[config.mk]
export PLATFORM = sky130hd
export DESIGN_NAME = pm_event_cond
export DESIGN_NICKNAME = d
export VERILOG_FILES = /design/src/rtl/pm_event_pkg.sv /design/src/rtl/pm_sync2.sv /design/src/rtl/pm_debounce.sv /design/src/rtl/pm_edge_det.sv /design/src/rtl/pm_low_qual.sv /design/src/rtl/pm_event_cond.sv
export SDC_FILE = /design/constraint.sdc
export NUM_CORES = 1
export LEC_CHECK = 0
export BUFFER_PORTS_ARGS = -buffer_cell sky130_fd_sc_hd__clkbuf_2
export CAP_MARGIN = 20
export CORE_ASPECT_RATIO = 1.5
export CORE_UTILIZATION = 55
export CTS_CLUSTER_SIZE = 40
export DETAILED_ROUTE_END_ITERATION = 10
export PLACE_DENSITY = 0.82
export SLEW_MARGIN = 30
export SYNTH_ARGS = -nofsm -noshare
export SYNTH_HDL_FRONTEND = slang
export SYNTH_HIERARCHICAL = 1
export SYNTH_SLANG_ARGS = --single-unit
[constraint.sdc]
create_clock -name clk -period 2.22 [get_ports clk]
set_input_delay 0.333 -clock clk [delete_from_list [all_inputs] [get_ports clk]]
set_output_delay 0.333 -clock clk [all_outputs]
set_load 0.01 [all_outputs]
[src/rtl/pm_event_pkg.sv]
`timescale 1ns/1ps
package pm_event_pkg;

    localparam int NSRC     = 6;
    localparam int SRC_PWR  = 0;
    localparam int SRC_SLP  = 1;
    localparam int SRC_LID  = 2;
    localparam int SRC_RING = 3;
    localparam int SRC_THRM = 4;
    localparam int SRC_XSMI = 5;

    typedef logic [NSRC-1:0] src_vec_t;

    typedef enum logic [1:0] {
        EDGE_NONE = 2'd0,
        EDGE_RISE = 2'd1,
        EDGE_FALL = 2'd2,
        EDGE_BOTH = 2'd3
    } edge_mode_e;

    // Debounce length in clocks for a given clock rate and time in microseconds.
    function automatic int db_cycles(input longint clk_hz, input longint us);
        longint c;
        c = (clk_hz * us) / 64'd1_000_000;
        if (c < 1) c = 1;
        return int'(c);
    endfunction

    // Sources that may be routed through the debounce filter.
    function automatic bit has_debounce(input int idx);
        return (idx == SRC_PWR) || (idx == SRC_LID);
    endfunction

endpackage

[src/rtl/pm_sync2.sv]
`timescale 1ns/1ps
module pm_sync2 #(
    parameter int W = 1
) (
    input  logic         clk,
    input  logic         rst,
    input  logic [W-1:0] d,
    output logic [W-1:0] q
);
    logic [W-1:0] meta;

    always_ff @(posedge clk) begin
        if (rst) begin
            meta <= '0;
            q    <= '0;
        end else begin
            meta <= d;
            q    <= meta;
        end
    end
endmodule

[src/rtl/pm_debounce.sv]
`timescale 1ns/1ps
module pm_debounce #(
    parameter int CYCLES = 8
) (
    input  logic clk,
    input  logic rst,
    input  logic en,
    input  logic d,
    output logic q
);
    localparam int CW = (CYCLES < 2) ? 1 : $clog2(CYCLES + 1);
    localparam logic [CW-1:0] LAST = CW'(CYCLES - 1);

    logic          filt;
    logic [CW-1:0] cnt;

    always_ff @(posedge clk) begin
        if (rst) begin
            filt <= 1'b0;
            cnt  <= '0;
        end else if (!en) begin
            // follow the input so that enabling the filter causes no jump
            filt <= d;
            cnt  <= '0;
        end else if (d != filt) begin
            if (cnt == LAST) begin
                filt <= d;
                cnt  <= '0;
            end else begin
                cnt <= cnt + 1'b1;
            end
        end else begin
            cnt <= '0;
        end
    end

    assign q = en ? filt : d;
endmodule

[src/rtl/pm_edge_det.sv]
`timescale 1ns/1ps
module pm_edge_det
    import pm_event_pkg::*;
(
    input  logic       clk,
    input  logic       rst,
    input  logic       lvl,
    input  edge_mode_e mode,
    output logic       evt
);
    logic prev;

    always_ff @(posedge clk) begin
        if (rst) prev <= 1'b0;
        else     prev <= lvl;
    end

    always_comb begin
        unique case (mode)
            EDGE_RISE: evt = lvl & ~prev;
            EDGE_FALL: evt = ~lvl & prev;
            EDGE_BOTH: evt = lvl ^ prev;
            default:   evt = 1'b0;
        endcase
    end
endmodule

[src/rtl/pm_low_qual.sv]
`timescale 1ns/1ps
module pm_low_qual #(
    parameter int MIN_LOW = 4
) (
    input  logic clk,
    input  logic rst,
    input  logic lvl,
    output logic evt
);
    localparam int CW = $clog2(MIN_LOW + 1);
    localparam logic [CW-1:0] SAT  = CW'(MIN_LOW);
    localparam logic [CW-1:0] LAST = CW'(MIN_LOW - 1);

    logic [CW-1:0] cnt;

    always_ff @(posedge clk) begin
        if (rst)            cnt <= '0;
        else if (!lvl)      cnt <= '0;
        else if (cnt != SAT) cnt <= cnt + 1'b1;
    end

    // one event per low period, once the minimum width is reached
    assign evt = lvl && (cnt == LAST);
endmodule

[src/rtl/pm_event_cond.sv]
`timescale 1ns/1ps
module pm_event_cond
    import pm_event_pkg::*;
#(
    parameter int CLK_HZ       = 33_000_000,
    parameter int DB_US        = 200,
    parameter int XSMI_MIN_LOW = 4,
    parameter int XSMI_HOLD    = 4
) (
    input  logic            clk,
    input  logic            rst,
    input  logic            pwr_btn_n,
    input  logic            slp_btn_n,
    input  logic            lid_i,
    input  logic            ring_n,
    input  logic            thrm_n,
    input  logic            xsmi_pin_n,
    input  logic            serirq_smi,
    input  logic            dbnc_en,
    input  logic [1:0]      lid_mode,
    input  logic            slp_acpi_en,
    input  logic            thrm_thr_en,
    input  logic [NSRC-1:0] smi_en,
    input  logic [NSRC-1:0] wake_en,
    input  logic            clr_wr,
    input  logic [NSRC-1:0] clr_data,
    output logic [NSRC-1:0] status,
    output logic            slp_gpi,
    output logic            smi_req,
    output logic            wake_req,
    output logic            throttle_req,
    output logic            xsmi_drive_low
);
    localparam int DB_CYC = db_cycles(longint'(CLK_HZ), longint'(DB_US));
    localparam int HW     = $clog2(XSMI_HOLD + 1);

    src_vec_t raw_act;   // active-high view of the pins
    src_vec_t syn;       // synchronised
    src_vec_t cond;      // after optional debounce
    src_vec_t evt;       // one-cycle events
    src_vec_t evt_raw;
    src_vec_t clr_mask;
    logic [HW-1:0] hold_cnt;

    assign raw_act[SRC_PWR]  = ~pwr_btn_n;
    assign raw_act[SRC_SLP]  = ~slp_btn_n;
    assign raw_act[SRC_LID]  = lid_i;
    assign raw_act[SRC_RING] = ~ring_n;
    assign raw_act[SRC_THRM] = ~thrm_n;
    assign raw_act[SRC_XSMI] = ~xsmi_pin_n;

    pm_sync2 #(.W(NSRC)) u_sync (
        .clk (clk),
        .rst (rst),
        .d   (raw_act),
        .q   (syn)
    );

    genvar i;
    generate
        for (i = 0; i < NSRC; i++) begin : g_src
            if (has_debounce(i)) begin : g_db
                pm_debounce #(.CYCLES(DB_CYC)) u_db (
                    .clk (clk),
                    .rst (rst),
                    .en  (dbnc_en),
                    .d   (syn[i]),
                    .q   (cond[i])
                );
            end else begin : g_nodb
                assign cond[i] = syn[i];
            end

            if (i == SRC_XSMI) begin : g_qual
                pm_low_qual #(.MIN_LOW(XSMI_MIN_LOW)) u_q (
                    .clk (clk),
                    .rst (rst),
                    .lvl (cond[i]),
                    .evt (evt_raw[i])
                );
            end else begin : g_edge
                edge_mode_e md;
                assign md = (i == SRC_LID) ? edge_mode_e'(lid_mode) : EDGE_RISE;
                pm_edge_det u_ed (
                    .clk  (clk),
                    .rst  (rst),
                    .lvl  (cond[i]),
                    .mode (md),
                    .evt  (evt_raw[i])
                );
            end
        end
    endgenerate

    // sleep button is only an event source when its ACPI role is enabled
    always_comb begin
        evt          = evt_raw;
        evt[SRC_SLP] = evt_raw[SRC_SLP] & slp_acpi_en;
    end

    assign clr_mask = clr_wr ? clr_data : '0;

    always_ff @(posedge clk) begin
        if (rst) status <= '0;
        else     status <= (status & ~clr_mask) | evt;
    end

    assign smi_req      = |(status & smi_en);
    assign wake_req     = |(status & wake_en);
    assign slp_gpi      = syn[SRC_SLP];
    assign throttle_req = syn[SRC_THRM] & thrm_thr_en;

    // open-drain pull-down of the SMI pin for serial-IRQ SMIs
    always_ff @(posedge clk) begin
        if (rst)                hold_cnt <= '0;
        else if (serirq_smi)    hold_cnt <= HW'(XSMI_HOLD);
        else if (hold_cnt != 0) hold_cnt <= hold_cnt - 1'b1;
    end

    assign xsmi_drive_low = (hold_cnt != '0);
endmodule

* After elaboration in Yosys (flattened, before gate mapping)
Index checks and enable logic that the tools add are counted.
Word-level totals: memory bits (writable) 0, bits in latches 0, register bits 57, memories 0, word-level logic and storage cells 84, ROM bits 0
Operators by class: muxes and demuxes 12, shift-type cells 0, multiply operators 0, bitwise logic cells 29, reduce and logical (&&, ||, !) cells 11, $lt $le $gt $ge 0, div/mod/pow operators 0, equality and inequality tests 13, add/subtract/negate cells 4
Operators by type and width (count):
- $add 13x1->13 const B | 2
- $eq 13x13->1 const B | 2
- $and 6x6->6 | 3
- $not 1->1 | 15
- $reduce_or 6->1 | 2
- $and 1x1->1 | 8
- $mux 1 | 8
- $ne 2x1->1 const B | 4
- $reduce_or 4->1 | 2
- $mux 3 | 2
- $mux 6 | 1
- $not 6->6 | 1
- $or 6x6->6 | 1
- $eq 2x2->1 const B | 2
- $reduce_and 2->1 | 2
- $reduce_or 2->1 | 2
- $add 3x1->3 const B | 1
- $eq 3x2->1 const B | 1
- $ne 3x3->1 const B | 1
- $pmux 1 s3 | 1
- $reduce_bool 3->1 | 1
- $sub 3x1->3 const B | 1
- $eq 2x1->1 const B | 1
- $ne 1x1->1 | 2
- 3 further kinds | 3

* Longest topological paths before layout
Gate-level depths: netlist of the first run.
word-level depth 5, depth in mapped cells 7, depth with buffers taken out 7

* Hierarchy
Netlist of the first run, hierarchy kept.
Modules (own cells, without submodules):
- pm_debounce (g_src[0].g_db.u_db) | area an instance 621.8 um^2, cells an instance 69, times used 1
- pm_debounce (g_src[2].g_db.u_db) | area an instance 618.1 um^2, cells an instance 68, times used 1
- pm_event_cond | area an instance 484.2 um^2, cells an instance 53, times used 1
- pm_edge_det | area an instance 82.6 um^2, cells an instance 11, times used 5
- pm_sync2 | area an instance 366.6 um^2, cells an instance 25, times used 1
- pm_low_qual | area an instance 171.4 um^2, cells an instance 19, times used 1

* Worst setup path before layout of the first run
Ideal clock, no wire load.
path kind register to register, start point reg g_src[2].g_db.u_db.cnt[4], end point reg g_src[2].g_db.u_db.cnt[12], setup time 0.115 ns, slack 0.526 ns, clock period less this slack 1.694 ns, arrival 1.579 ns, stages on the path, launching flop included 6, cell sequence dfxtp_1 or4b_1 o41ai_2 or3_2 buf_6 nor2_1
Between the ends: cells in the longest elaborated chain, start to end 2, elaborated cells on any way between the ends 3
Ends and longest elaborated chain:
- from (decl) | line pm_debounce.sv:15 | logic [CW-1:0] cnt;
- from (signal assigned) | line pm_debounce.sv:30 | cnt <= cnt + 1'b1;
- parallel branches: the longest is 2 deep, another holds $add 13x1->13
Parallel ways; which one is timed is not known. A chain may end at the register's enable or synchronous reset.

* Worst setup path after layout of the first run
start point reg g_src[2].g_db.u_db.cnt[4], end point reg g_src[2].g_db.u_db.cnt[4]
The elaborated chain is that of the path after synthesis.

==> metrics.txt, run 1 <==
# TYPE chip_impl_metric gauge
chip_impl_metric{name="required",unit="ns"} 2.44
chip_impl_metric{name="dp_slack",unit="ns"} 0.388
chip_impl_info{name="type_of_the_worst_setup_path",value="reg2reg"} 1
chip_impl_metric{name="place.gp.congestion",unit=""} 0.791
chip_impl_metric{name="layout_min_cycle_time",unit="ns"} 1.83
chip_impl_metric{name="ys.warnings.count",unit=""} 6
chip_impl_metric{name="drc_errors",unit=""} 0
chip_impl_metric{name="core_region_area",unit="sq um"} 4580
chip_impl_metric{name="post-synth-top-area-fraction",unit="%"} 42.7
chip_impl_metric{name="num_rows",unit=""} 30
chip_impl_metric{name="dp.cells",unit=""} 413
chip_impl_info{name="synth_area_leaders",value="sky130_fd_sc_hd__dfxtp_1 43%, sky130_fd_sc_hd__ha_1 8.4%, sky130_fd_sc_hd__xnor2_1 6.5%"} 1
chip_impl_metric{name="max_freq",unit="MHz"} 547
chip_impl_info{name="synth_commonest_cells",value="57 x sky130_fd_sc_hd__dfxtp_1, 38 x sky130_fd_sc_hd__nor2_1, 29 x sky130_fd_sc_hd__inv_1"} 1
chip_impl_metric{name="cts_max_path_buffers",unit=""} 2
chip_impl_info{name="synthFlopType",value="sky130_fd_sc_hd__dfxtp_1"} 1
chip_impl_metric{name="number_of_antenna_violations_at_the_first_check_in_global_routing",unit=""} 0
chip_impl_metric{name="gr-usage-all-layers",unit="%"} 21.7
chip_impl_metric{name="synth_cell_type_count",unit=""} 36
chip_impl_metric{name="grt_max_degree",unit=""} 15
chip_impl_metric{name="worstPathArrival",unit="ns"} 2.04
chip_impl_info{name="run_status",value="completed"} 1
chip_impl_info{name="yosys.cell_count.top_type",value="sky130_fd_sc_hd__dfxtp_1"} 1
chip_impl_metric{name="grt_pass1_wl",unit="um"} 8240
chip_impl_metric{name="remaining_global_route_overflow",unit=""} 0
chip_impl_metric{name="async_flop_share",unit="%"} 0
chip_impl_metric{name="total_power",unit="mW"} 2.07
chip_impl_metric{name="antenna_left",unit=""} 0
chip_impl_metric{name="vdd_ir_drop_max",unit="uV"} 467
chip_impl_metric{name="num_ports",unit=""} 44
chip_impl_metric{name="post_cts_hold_buffer_count",unit=""} 0
chip_impl_metric{name="fraction_of_final_layout_cells_with_drive_strength_greater_than_1",unit="%"} 24.1
chip_impl_metric{name="dp.final_hpwl",unit="um"} 3640
chip_impl_metric{name="synth.avg_cell_area",unit="sq um"} 9.26
chip_impl_info{name="cp-start-kind",value="flop"} 1
chip_impl_metric{name="final_critical_path_setup_slack",unit="ns"} 0.392
chip_impl_metric{name="synth_enable_flop_cells",unit=""} 0
chip_impl_metric{name="number_of_levels_the_h_tree_was_split_into",unit=""} 3
chip_impl_metric{name="placed_cell_area",unit="sq um"} 3020
chip_impl_metric{name="hold_viol_final",unit=""} 0
chip_impl_metric{name="timing.final.setup_violations",unit=""} 0
chip_impl_info{name="ctsRootBufferMaster",value="sky130_fd_sc_hd__clkbuf_8"} 1
chip_impl_metric{name="routed_wl",unit="um"} 4990
chip_impl_metric{name="port-buffer-count",unit=""} 43
chip_impl_metric{name="final_cells",unit=""} 429
chip_impl_metric{name="final_cell_area",unit="sq um"} 3190
chip_impl_metric{name="synth_sequential_area_ratio",unit="%"} 42.7
chip_impl_metric{name="flow.area_growth_from_synthesis",unit="%"} 19.4
chip_impl_metric{name="starting_density",unit="%"} 58.4
chip_impl_metric{name="pwr_density_cell",unit="nW/um^2"} 647
chip_impl_info{name="worstSetupEndpointType",value="flop"} 1
chip_impl_info{name="setup_repair_after_global_routing_missed_its_margin",value="no"} 1
chip_impl_metric{name="nets",unit=""} 411
chip_impl_metric{name="path_max_fanout",unit=""} 13
chip_impl_metric{name="maxSlewViolCount",unit=""} 0
chip_impl_metric{name="tritoncts.num_buffers",unit=""} 9
chip_impl_metric{name="grt_pass1_vias",unit=""} 1988
chip_impl_metric{name="post-route-period-util",unit="%"} 82.3
chip_impl_metric{name="worst_setup_hold_path_clk_slew",unit="ns"} 0.06
chip_impl_metric{name="cellLeakagePower",unit="nW"} 1.28
chip_impl_metric{name="initialDrtViolationCount",unit=""} 55
chip_impl_metric{name="synth.cell_area",unit="sq um"} 2680
chip_impl_metric{name="cts-resized-gates",unit=""} 0
chip_impl_metric{name="viasPerCell",unit=""} 4.87
chip_impl_metric{name="fp.dieArea",unit="sq um"} 5150
chip_impl_metric{name="post_cts_buffers",unit=""} 0
chip_impl_metric{name="antenna-diode-count",unit=""} 0
chip_impl_metric{name="die-height",unit="um"} 87.4
chip_impl_metric{name="clock_insertion_delay_worst_skew",unit="ns"} 0.33
chip_impl_metric{name="num_vias",unit=""} 2088
chip_impl_metric{name="chipWidth",unit="um"} 58.9
chip_impl_metric{name="skew",unit="ns"} 0.00504
chip_impl_info{name="synth_largest_area_cell",value="sky130_fd_sc_hd__dfxtp_1"} 1
chip_impl_info{name="cts_tree",value="yes"} 1
chip_impl_metric{name="drt_pre_antenna_iters",unit=""} 4
chip_impl_metric{name="final.setup.tns",unit="ns"} 0
chip_impl_metric{name="wire_per_inst",unit="um"} 11.6
chip_impl_metric{name="cts_sinks",unit=""} 57
chip_impl_metric{name="max-cap-violations",unit=""} 0
chip_impl_metric{name="postSynthRegisterBits",unit=""} 57
chip_impl_info{name="hp-class",value="in2reg"} 1
chip_impl_metric{name="syn_inst",unit=""} 289
logic make-up after synthesis:
kind of cell | after synthesis | share of synthesized area, %
compound gates | 37 | 10.7
xor+xnor | 25 | 8.19
fa+ha+maj | 18 | 8.42
buf+inv | 33 | 5.47
flops | 57 | 42.7
mux | 5 | 1.96
other cells | 2 | 0.281
simple gates | 112 | 22.3
stage by stage:
stage	utilization, %	hold WS, ns
after floorplan	-	0.400
after global routing	69.7	0.213
after CTS	69.7	0.199
after detailed placement	65.9	0.436
after global placement	65.9	0.419
final	69.7	0.212
layout by cell type, fill, tap and decap left out, types with 5 or more instances in the layout:
master,Yosys,routed
sky130_fd_sc_hd__a22oi_1,6,6
sky130_fd_sc_hd__ha_1,18,18
sky130_fd_sc_hd__nand3_1,13,13
sky130_fd_sc_hd__a21boi_0,5,5
sky130_fd_sc_hd__nor2b_2,8,8
sky130_fd_sc_hd__nand2_1,15,15
sky130_fd_sc_hd__xnor2_1,20,20
sky130_fd_sc_hd__o21ba_2,5,5
sky130_fd_sc_hd__nor3_1,8,8
sky130_fd_sc_hd__inv_1,29,29
sky130_fd_sc_hd__clkbuf_2,0,43
sky130_fd_sc_hd__nor2_1,38,38
sky130_fd_sc_hd__dfxtp_1,57,57
sky130_fd_sc_hd__o21ai_1,10,10
sky130_fd_sc_hd__xor2_1,5,5
sky130_fd_sc_hd__conb_1,2,20
sky130_fd_sc_hd__nor2b_1,11,11
sky130_fd_sc_hd__clkbuf_8,0,11
layer usage:
layer  global-route usage, %  vias up  wire (um)
met4                    14.9        0        161
met1                    21.5      956       1950
met3                    6.69       13        188
met5                       0        -          0
li1                        -     1075          -
met2                    37.7       44       2690
worst paths after layout:
path                                                start                         to  slack (ns)  cells after the start
worst min register to register             u_sync/meta[1]                u_sync/q[1]        0.44                      1
worst max register to register  g_src[2].g_db.u_db/cnt[4]  g_src[2].g_db.u_db/cnt[4]        0.39                      4
worst max-delay path            g_src[2].g_db.u_db/cnt[4]  g_src[2].g_db.u_db/cnt[4]        0.39                      4
worst min-delay path                                lid_i             u_sync/meta[2]        0.21                      2
report_power, final:
group,internal [mW],switching (mW)
clock,0.460,0.382
sequential,1.05,0.0150
combinational,0.0819,0.0801
total,1.59,0.477
critical path, cell delays in order, from the launching register on:
cell and delay (ns):
sky130_fd_sc_hd__dfxtp_1 0.33, sky130_fd_sc_hd__or4b_1 0.54, sky130_fd_sc_hd__o41ai_2 0.43, sky130_fd_sc_hd__or3_2 0.33, sky130_fd_sc_hd__nor2_1 0.08
layout make-up:
cell class / count / area (sq um)
clock inverter: 3 / 15.0
inverter: 30 / 113
timing repair buffer: 45 / 230
sequential: 57 / 1140
tap: 64 / 80.1
multi-input combinational: 217 / 1460
fill: 378 / 1390
clock buffer: 13 / 159
flip-flops by register name (all words and copies together), names as in the netlist:
| name | flops |
|---|---|
| hold_cnt | 3 |
| g_src.g_db.u_db/filt | 2 |
| status | 6 |
| u_sync/meta | 6 |
| g_src.g_db.u_db/cnt | 26 |
| g_src.g_edge.u_ed/prev | 5 |
| g_src.g_qual.u_q/cnt | 3 |
| u_sync/q | 6 |
Power figures use the tool's default switching activity.
==> run 2: changes to the inputs <==
clock period = 1.8 ns   (was 2.22 ns; I/O delays follow)
==> run 2 against run 1 <==
  * Non-clock buffer count rose by 9
  * Clock skew barely moved
  * First-iteration DRC count fell by 24%
  * Largest power group unchanged
  * Sequential share of layout area fell by 1.2 points
  * Highest routed layer unchanged
  * Routed wire length rose by 1.3%
  * Via count rose by 1.7%
  * Die area did not move
==> metrics.txt, run 2 (synthesis gave the netlist of run 1 again) <==
# TYPE chip_impl_metric gauge
chip_impl_metric{name="r2r_setup_slack",unit="ns"} 0.04
chip_impl_info{name="run_status",value="completed"} 1
chip_impl_metric{name="hold_viol_final",unit=""} 0
chip_impl_metric{name="antenna-diode-count",unit=""} 0
chip_impl_metric{name="post_cts_hold_buffer_count",unit=""} 0
chip_impl_metric{name="cellLeakagePower",unit="nW"} 1.35
chip_impl_metric{name="number_of_levels_the_h_tree_was_split_into",unit=""} 3
chip_impl_info{name="worst_path_max_delay_cell",value="sky130_fd_sc_hd__or4b_1"} 1
chip_impl_metric{name="crit_buf_inv",unit=""} 0
chip_impl_metric{name="worst_setup_hold_path_clk_slew",unit="ns"} 0.06
chip_impl_info{name="cp-start-kind",value="flop"} 1
chip_impl_metric{name="n_fill_cell",unit=""} 356
chip_impl_info{name="setup_repair_after_global_routing_missed_its_margin",value="no"} 1
chip_impl_metric{name="largest_register_ffs",unit=""} 26
chip_impl_metric{name="grt_max_degree",unit=""} 14
chip_impl_metric{name="num_ports",unit=""} 44
chip_impl_metric{name="initialDrtViolationCount",unit=""} 42
chip_impl_metric{name="fp.dieArea",unit="sq um"} 5150
chip_impl_info{name="worstPathCellList",value="or4b_1, o41ai_4, or3_2, nor2_1"} 1
chip_impl_metric{name="nets",unit=""} 421
chip_impl_metric{name="final_cell_area",unit="sq um"} 3300
chip_impl_info{name="regMostFlops",value="g_src.g_db.u_db/cnt"} 1
chip_impl_info{name="type_of_the_worst_setup_path",value="reg2reg"} 1
chip_impl_info{name="worstSetupEndpointType",value="flop"} 1
chip_impl_metric{name="num_rows",unit=""} 30
chip_impl_info{name="timing.hold.worst.start",value="lid_i"} 1
chip_impl_metric{name="max-cap-violations",unit=""} 0
chip_impl_metric{name="wire_per_inst",unit="um"} 11.5
chip_impl_metric{name="required",unit="ns"} 2.02
chip_impl_info{name="rr_endpoint",value="g_src[2].g_db.u_db/cnt[4]"} 1
chip_impl_metric{name="port-buffer-count",unit=""} 43
chip_impl_metric{name="flow.area_growth_from_synthesis",unit="%"} 23.5
chip_impl_metric{name="timing.final.setup_violations",unit=""} 0
chip_impl_metric{name="clock_insertion_delay_worst_skew",unit="ns"} 0.33
chip_impl_metric{name="fraction_of_final_layout_cells_with_drive_strength_greater_than_1",unit="%"} 26.2
chip_impl_metric{name="die-height",unit="um"} 87.4
chip_impl_metric{name="pwr_density_cell",unit="nW/um^2"} 814
chip_impl_metric{name="max_freq",unit="MHz"} 568
chip_impl_metric{name="antenna_left",unit=""} 0
chip_impl_metric{name="drc_errors",unit=""} 0
chip_impl_metric{name="remaining_global_route_overflow",unit=""} 0
chip_impl_metric{name="placed_cell_area",unit="sq um"} 3090
chip_impl_metric{name="vdd_ir_drop_max",unit="uV"} 652
chip_impl_metric{name="r2r.worst_path.cells",unit=""} 4
chip_impl_metric{name="num_vias",unit=""} 2123
chip_impl_metric{name="total_power",unit="mW"} 2.69
chip_impl_info{name="layout_common_cells",value="57 x sky130_fd_sc_hd__dfxtp_1, 43 x sky130_fd_sc_hd__clkbuf_2, 38 x sky130_fd_sc_hd__nor2_1"} 1
chip_impl_metric{name="maxSlewViolCount",unit=""} 0
chip_impl_metric{name="starting_density",unit="%"} 58.4
chip_impl_info{name="ctsRootBufferMaster",value="sky130_fd_sc_hd__clkbuf_8"} 1
chip_impl_metric{name="cts_sinks",unit=""} 57
chip_impl_metric{name="number_of_antenna_violations_at_the_first_check_in_global_routing",unit=""} 0
chip_impl_metric{name="worstPathArrival",unit="ns"} 1.98
chip_impl_metric{name="grt_pass1_vias",unit=""} 2136
chip_impl_metric{name="dp.final_hpwl",unit="um"} 3710
chip_impl_metric{name="path_max_fanout",unit=""} 6
chip_impl_info{name="layout_commonest_cell",value="sky130_fd_sc_hd__dfxtp_1"} 1
chip_impl_metric{name="layout_min_cycle_time",unit="ns"} 1.76
chip_impl_metric{name="min_path_cells",unit=""} 2
chip_impl_metric{name="cts_max_path_buffers",unit=""} 2
chip_impl_metric{name="max_incr_delay_on_cp",unit="ns"} 0.58
chip_impl_metric{name="core_region_area",unit="sq um"} 4580
chip_impl_metric{name="place.gp.congestion",unit=""} 0.819
chip_impl_metric{name="routed_wl",unit="um"} 5050
chip_impl_info{name="hp-class",value="in2reg"} 1
chip_impl_metric{name="post-route-period-util",unit="%"} 97.9
chip_impl_info{name="reg_to_reg_startpoint",value="g_src[2].g_db.u_db/cnt[4]"} 1
chip_impl_metric{name="drt_pre_antenna_iters",unit=""} 4
chip_impl_info{name="cts_tree",value="yes"} 1
chip_impl_metric{name="gr-usage-all-layers",unit="%"} 22.8
chip_impl_metric{name="viasPerCell",unit=""} 4.85
chip_impl_metric{name="skew",unit="ns"} 0.00477
chip_impl_info{name="holdPathEnd",value="u_sync/meta[2]"} 1
chip_impl_info{name="critPathTopFamily",value="simple AND/OR/NAND/NOR gates"} 1
chip_impl_metric{name="chipWidth",unit="um"} 58.9
chip_impl_metric{name="tritoncts.num_buffers",unit=""} 9
chip_impl_metric{name="grt_pass1_wl",unit="um"} 8570
-- run 2: worst max-delay path by stage --
stage	from	end	slack (ns)	cells past startpoint
CTS	g_src[2].g_db.u_db/cnt[4]	g_src[2].g_db.u_db/cnt[10]	0.04	4
global route	g_src[2].g_db.u_db/cnt[4]	g_src[2].g_db.u_db/cnt[4]	0.007	4
finish	g_src[2].g_db.u_db/cnt[4]	g_src[2].g_db.u_db/cnt[4]	0.04	4
floorplan	g_src[2].g_db.u_db/cnt[4]	g_src[2].g_db.u_db/cnt[12]	0.11	5
global placement	g_src[2].g_db.u_db/cnt[4]	g_src[2].g_db.u_db/cnt[9]	0.06	4
detailed placement	g_src[2].g_db.u_db/cnt[4]	g_src[2].g_db.u_db/cnt[10]	-0.007	4
-- run 2: layout make-up --
type / instances / area (sq um) / area share [%]
Tap cell: 64 / 80.1 / 2.42
Inverter: 30 / 113 / 3.41
Multi-Input combinational cell: 218 / 1480 / 44.7
Timing Repair Buffer: 54 / 298 / 9.01
Clock inverter: 3 / 40.0 / 1.21
Sequential cell: 57 / 1140 / 34.5
Clock buffer: 12 / 155 / 4.70
-- run 2: through the flow --
| step | cells | TNS (ns) | hold slack [ns] | setup WS [ns] | utilization [%] |
|---|---|---|---|---|---|
| finish | 438 | 0 | 0.143 | 0.0384 | 72.2 |
| global route | 438 | 0 | 0.134 | 0.00701 | 72.2 |
| CTS | 437 | 0 | 0.128 | 0.0434 | 71.7 |
| detailed placement | 422 | -0.0115 | 0.424 | -0.00726 | 67.4 |
| global placement | 422 | 0 | 0.419 | 0.0577 | 67.4 |
| floorplan | 307 | 0 | 0.337 | 0.106 | - |
-- run 2: what timing repair did --
item | in CTS | in global routing
setup buffers | 0 | 0
gates resized for setup | 1 | 1
pin swaps | 1 | 1
hold endpoints to repair | 0 | 0
cloned | 0 | 1
setup endpoints to repair | 23 | 13
-- run 2: power by group --
part / internal, mW / total (mW) / switching, mW
clock network: 0.702 / 1.18 / 0.473
registers: 1.29 / 1.31 / 0.0180
logic: 0.107 / 0.207 / 0.101
-- run 2: per-layer routing --
layer | GRT usage [%] | share of wire [%] | up-vias
li1 | - | - | 1098
met1 | 22.2 | 39 | 978
met2 | 40.3 | 56 | 38
met3 | 6.09 | 3.1 | 9
met4 | 16.5 | 2.1 | 0
met5 | 0 | 0 | -
==> run 3: changes to the inputs <==
MAX_ROUTING_LAYER = met4   (was unset)
==> run 3 against run 2 <==
  * First-iteration DRC count rose by 17%
  * Combinational power barely moved
  * Clock skew fell by 0.0011 ns
  * Critical path type unchanged
==> metrics.txt, run 3 (synthesis gave the netlist of run 1 again) <==
# TYPE chip_impl_metric gauge
chip_impl_metric{name="grt_use_met1",unit="%"} 22.2
chip_impl_metric{name="required",unit="ns"} 2.03
chip_impl_metric{name="cts_sinks",unit=""} 57
chip_impl_metric{name="global_route.usage.met3",unit="%"} 5.94
chip_impl_metric{name="sequentialPowerShare",unit="%"} 48.6
chip_impl_metric{name="max-cap-violations",unit=""} 0
chip_impl_metric{name="grt_pass1_wl",unit="um"} 8580
chip_impl_metric{name="min_path_cells",unit=""} 2
chip_impl_metric{name="post-route-period-util",unit="%"} 97.9
chip_impl_metric{name="wire_per_inst",unit="um"} 11.5
chip_impl_metric{name="post_cts_buffers",unit=""} 0
chip_impl_metric{name="worst_hold_slack",unit="ns"} 0.139
chip_impl_metric{name="dp.cells",unit=""} 422
chip_impl_metric{name="gr-usage-all-layers",unit="%"} 23.5
chip_impl_metric{name="fp.dieArea",unit="sq um"} 5150
chip_impl_metric{name="path_max_fanout",unit=""} 6
chip_impl_info{name="most_used_layer_global_route",value="met2"} 1
chip_impl_metric{name="r2r.worst_path.cells",unit=""} 4
chip_impl_metric{name="timing.final.setup_violations",unit=""} 0
chip_impl_metric{name="drc_errors",unit=""} 0
chip_impl_metric{name="port-buffer-count",unit=""} 43
chip_impl_metric{name="pwr_density_cell",unit="nW/um^2"} 816
chip_impl_metric{name="worstPathArrival",unit="ns"} 1.99
chip_impl_metric{name="initialDrtViolationCount",unit=""} 49
chip_impl_info{name="setup_repair_after_global_routing_missed_its_margin",value="no"} 1
chip_impl_info{name="run_status",value="completed"} 1
chip_impl_info{name="type_of_the_worst_setup_path",value="reg2reg"} 1
chip_impl_metric{name="nets",unit=""} 421
chip_impl_metric{name="clock_insertion_delay_worst_skew",unit="ns"} 0.34
chip_impl_metric{name="power.clock.fraction",unit="%"} 43.8
chip_impl_metric{name="die-height",unit="um"} 87.4
chip_impl_metric{name="maxSlewViolCount",unit=""} 0
chip_impl_metric{name="p_sw",unit="mW"} 0.596
chip_impl_info{name="layout_common_cells",value="57 x sky130_fd_sc_hd__dfxtp_1, 43 x sky130_fd_sc_hd__clkbuf_2, 38 x sky130_fd_sc_hd__nor2_1"} 1
chip_impl_metric{name="chipWidth",unit="um"} 58.9
chip_impl_info{name="holdPathEnd",value="u_sync/meta[2]"} 1
chip_impl_info{name="regMostFlops",value="g_src.g_db.u_db/cnt"} 1
chip_impl_info{name="timing.hold.worst.start",value="lid_i"} 1
chip_impl_metric{name="hold_viol_final",unit=""} 0
chip_impl_info{name="cts_tree",value="yes"} 1
chip_impl_metric{name="number_of_levels_the_h_tree_was_split_into",unit=""} 3
chip_impl_metric{name="routed_wl",unit="um"} 5060
chip_impl_metric{name="final_critical_path_setup_slack",unit="ns"} 0.0379
chip_impl_metric{name="dp_slack",unit="ns"} -0.00726
chip_impl_metric{name="num_vias",unit=""} 2118
chip_impl_metric{name="antenna_left",unit=""} 0
chip_impl_metric{name="dp.final_hpwl",unit="um"} 3710
chip_impl_metric{name="antenna-diode-count",unit=""} 0
chip_impl_metric{name="drt_pre_antenna_iters",unit=""} 4
chip_impl_info{name="ctsRootBufferMaster",value="sky130_fd_sc_hd__clkbuf_8"} 1
chip_impl_info{name="worstSetupEndpointType",value="flop"} 1
chip_impl_metric{name="core_region_area",unit="sq um"} 4580
chip_impl_metric{name="final_cells",unit=""} 438
chip_impl_metric{name="swShare",unit="%"} 22.1
chip_impl_metric{name="max_freq",unit="MHz"} 567
chip_impl_info{name="rr_endpoint",value="g_src[2].g_db.u_db/cnt[4]"} 1
chip_impl_metric{name="p_int",unit="mW"} 2.10
chip_impl_metric{name="layout_min_cycle_time",unit="ns"} 1.76
chip_impl_metric{name="tritoncts.num_buffers",unit=""} 9
chip_impl_metric{name="grt_max_degree",unit=""} 14
chip_impl_metric{name="grt_pass1_vias",unit=""} 2143
chip_impl_metric{name="groute.layer.met2.usage",unit="%"} 40.4
chip_impl_metric{name="starting_density",unit="%"} 58.4
chip_impl_metric{name="number_of_antenna_violations_at_the_first_check_in_global_routing",unit=""} 0
chip_impl_info{name="reg_to_reg_startpoint",value="g_src[2].g_db.u_db/cnt[4]"} 1
chip_impl_metric{name="fraction_of_final_layout_cells_with_drive_strength_greater_than_1",unit="%"} 26.2
chip_impl_metric{name="r2r_setup_slack",unit="ns"} 0.04
chip_impl_metric{name="remaining_global_route_overflow",unit=""} 0
chip_impl_metric{name="largest_register_ffs",unit=""} 26
chip_impl_metric{name="num_ports",unit=""} 44
chip_impl_info{name="hp-class",value="in2reg"} 1
chip_impl_metric{name="cts_max_path_buffers",unit=""} 2
chip_impl_metric{name="power.share.combinational",unit="%"} 7.7
chip_impl_metric{name="skew",unit="ns"} 0.00370
chip_impl_metric{name="place.gp.congestion",unit=""} 0.831
chip_impl_metric{name="viasPerCell",unit=""} 4.84
chip_impl_metric{name="num_rows",unit=""} 30
chip_impl_metric{name="worst_setup_hold_path_clk_slew",unit="ns"} 0.06
chip_impl_metric{name="vdd_ir_drop_max",unit="uV"} 655
chip_impl_info{name="cp-start-kind",value="flop"} 1
chip_impl_info{name="layout_commonest_cell",value="sky130_fd_sc_hd__dfxtp_1"} 1
chip_impl_metric{name="flow.area_growth_from_synthesis",unit="%"} 23.5
chip_impl_metric{name="cellLeakagePower",unit="nW"} 1.35
-- run 3: cell counts in the layout (fill, tap and decap cells not counted) --
No cell type changed its count.
-- run 3: per-layer routing --
metal  up-vias  share of wire, %  wire [um]
met5         -                 0          0
met3        10               2.9        149
met1       973                39       1970
met2        38                55       2800
met4         0               2.7        138
li1       1097                 -          -
-- run 3: layout make-up --
cell class                 instances  area [sq um]
sequential                        57          1140
inverter                          30           113
multi-input combinational        218          1480
timing repair buffer              54           298
fill                             356          1270
clock inverter                     3          40.0
clock buffer                      12           155
tap                               64          80.1
-- run 3: power groups by stage --
stage	Combinational, mW	Clock [mW]	Sequential, mW
global route	0.234	1.26	1.31
global placement	0.196	0	1.34
CTS	0.206	1.21	1.31
floorplan	0.120	0	1.33
finish	0.207	1.18	1.31
detailed placement	0.204	0	1.34
-- run 3: per-stage QoR --
stage	power [mW]	instance area, sq um	setup TNS, ns	utilization, %
floorplan	1.45	2740	0	-
global placement	1.53	3090	0	67.4
detailed placement	1.54	3090	-0.0115	67.4
CTS	2.73	3290	0	71.7
global route	2.81	3300	0	72.2
finish	2.70	3300	0	72.2
-- run 3: worst max-delay path: stages (launching register included) --
cell,delay (ns)
sky130_fd_sc_hd__dfxtp_1,0.34
sky130_fd_sc_hd__or4b_1,0.58
sky130_fd_sc_hd__o41ai_4,0.41
sky130_fd_sc_hd__or3_2,0.26
sky130_fd_sc_hd__nor2_1,0.07
-- run 3: worst max path at each step --
stage	to	startpoint
5_1_grt	g_src[2].g_db.u_db/cnt[4]	g_src[2].g_db.u_db/cnt[4]
3_5_place_dp	g_src[2].g_db.u_db/cnt[10]	g_src[2].g_db.u_db/cnt[4]
6_report	g_src[2].g_db.u_db/cnt[4]	g_src[2].g_db.u_db/cnt[4]
2_1_floorplan	g_src[2].g_db.u_db/cnt[12]	g_src[2].g_db.u_db/cnt[4]
3_3_place_gp	g_src[2].g_db.u_db/cnt[9]	g_src[2].g_db.u_db/cnt[4]
4_1_cts	g_src[2].g_db.u_db/cnt[10]	g_src[2].g_db.u_db/cnt[4]
-- run 3: timing repair --
action | 4_1_cts | 5_1_grt
setup endpoints to repair | 23 | 13
pin swaps | 1 | 1
cloned | 0 | 1
hold buffers | 0 | 0
gates resized for setup | 1 | 1
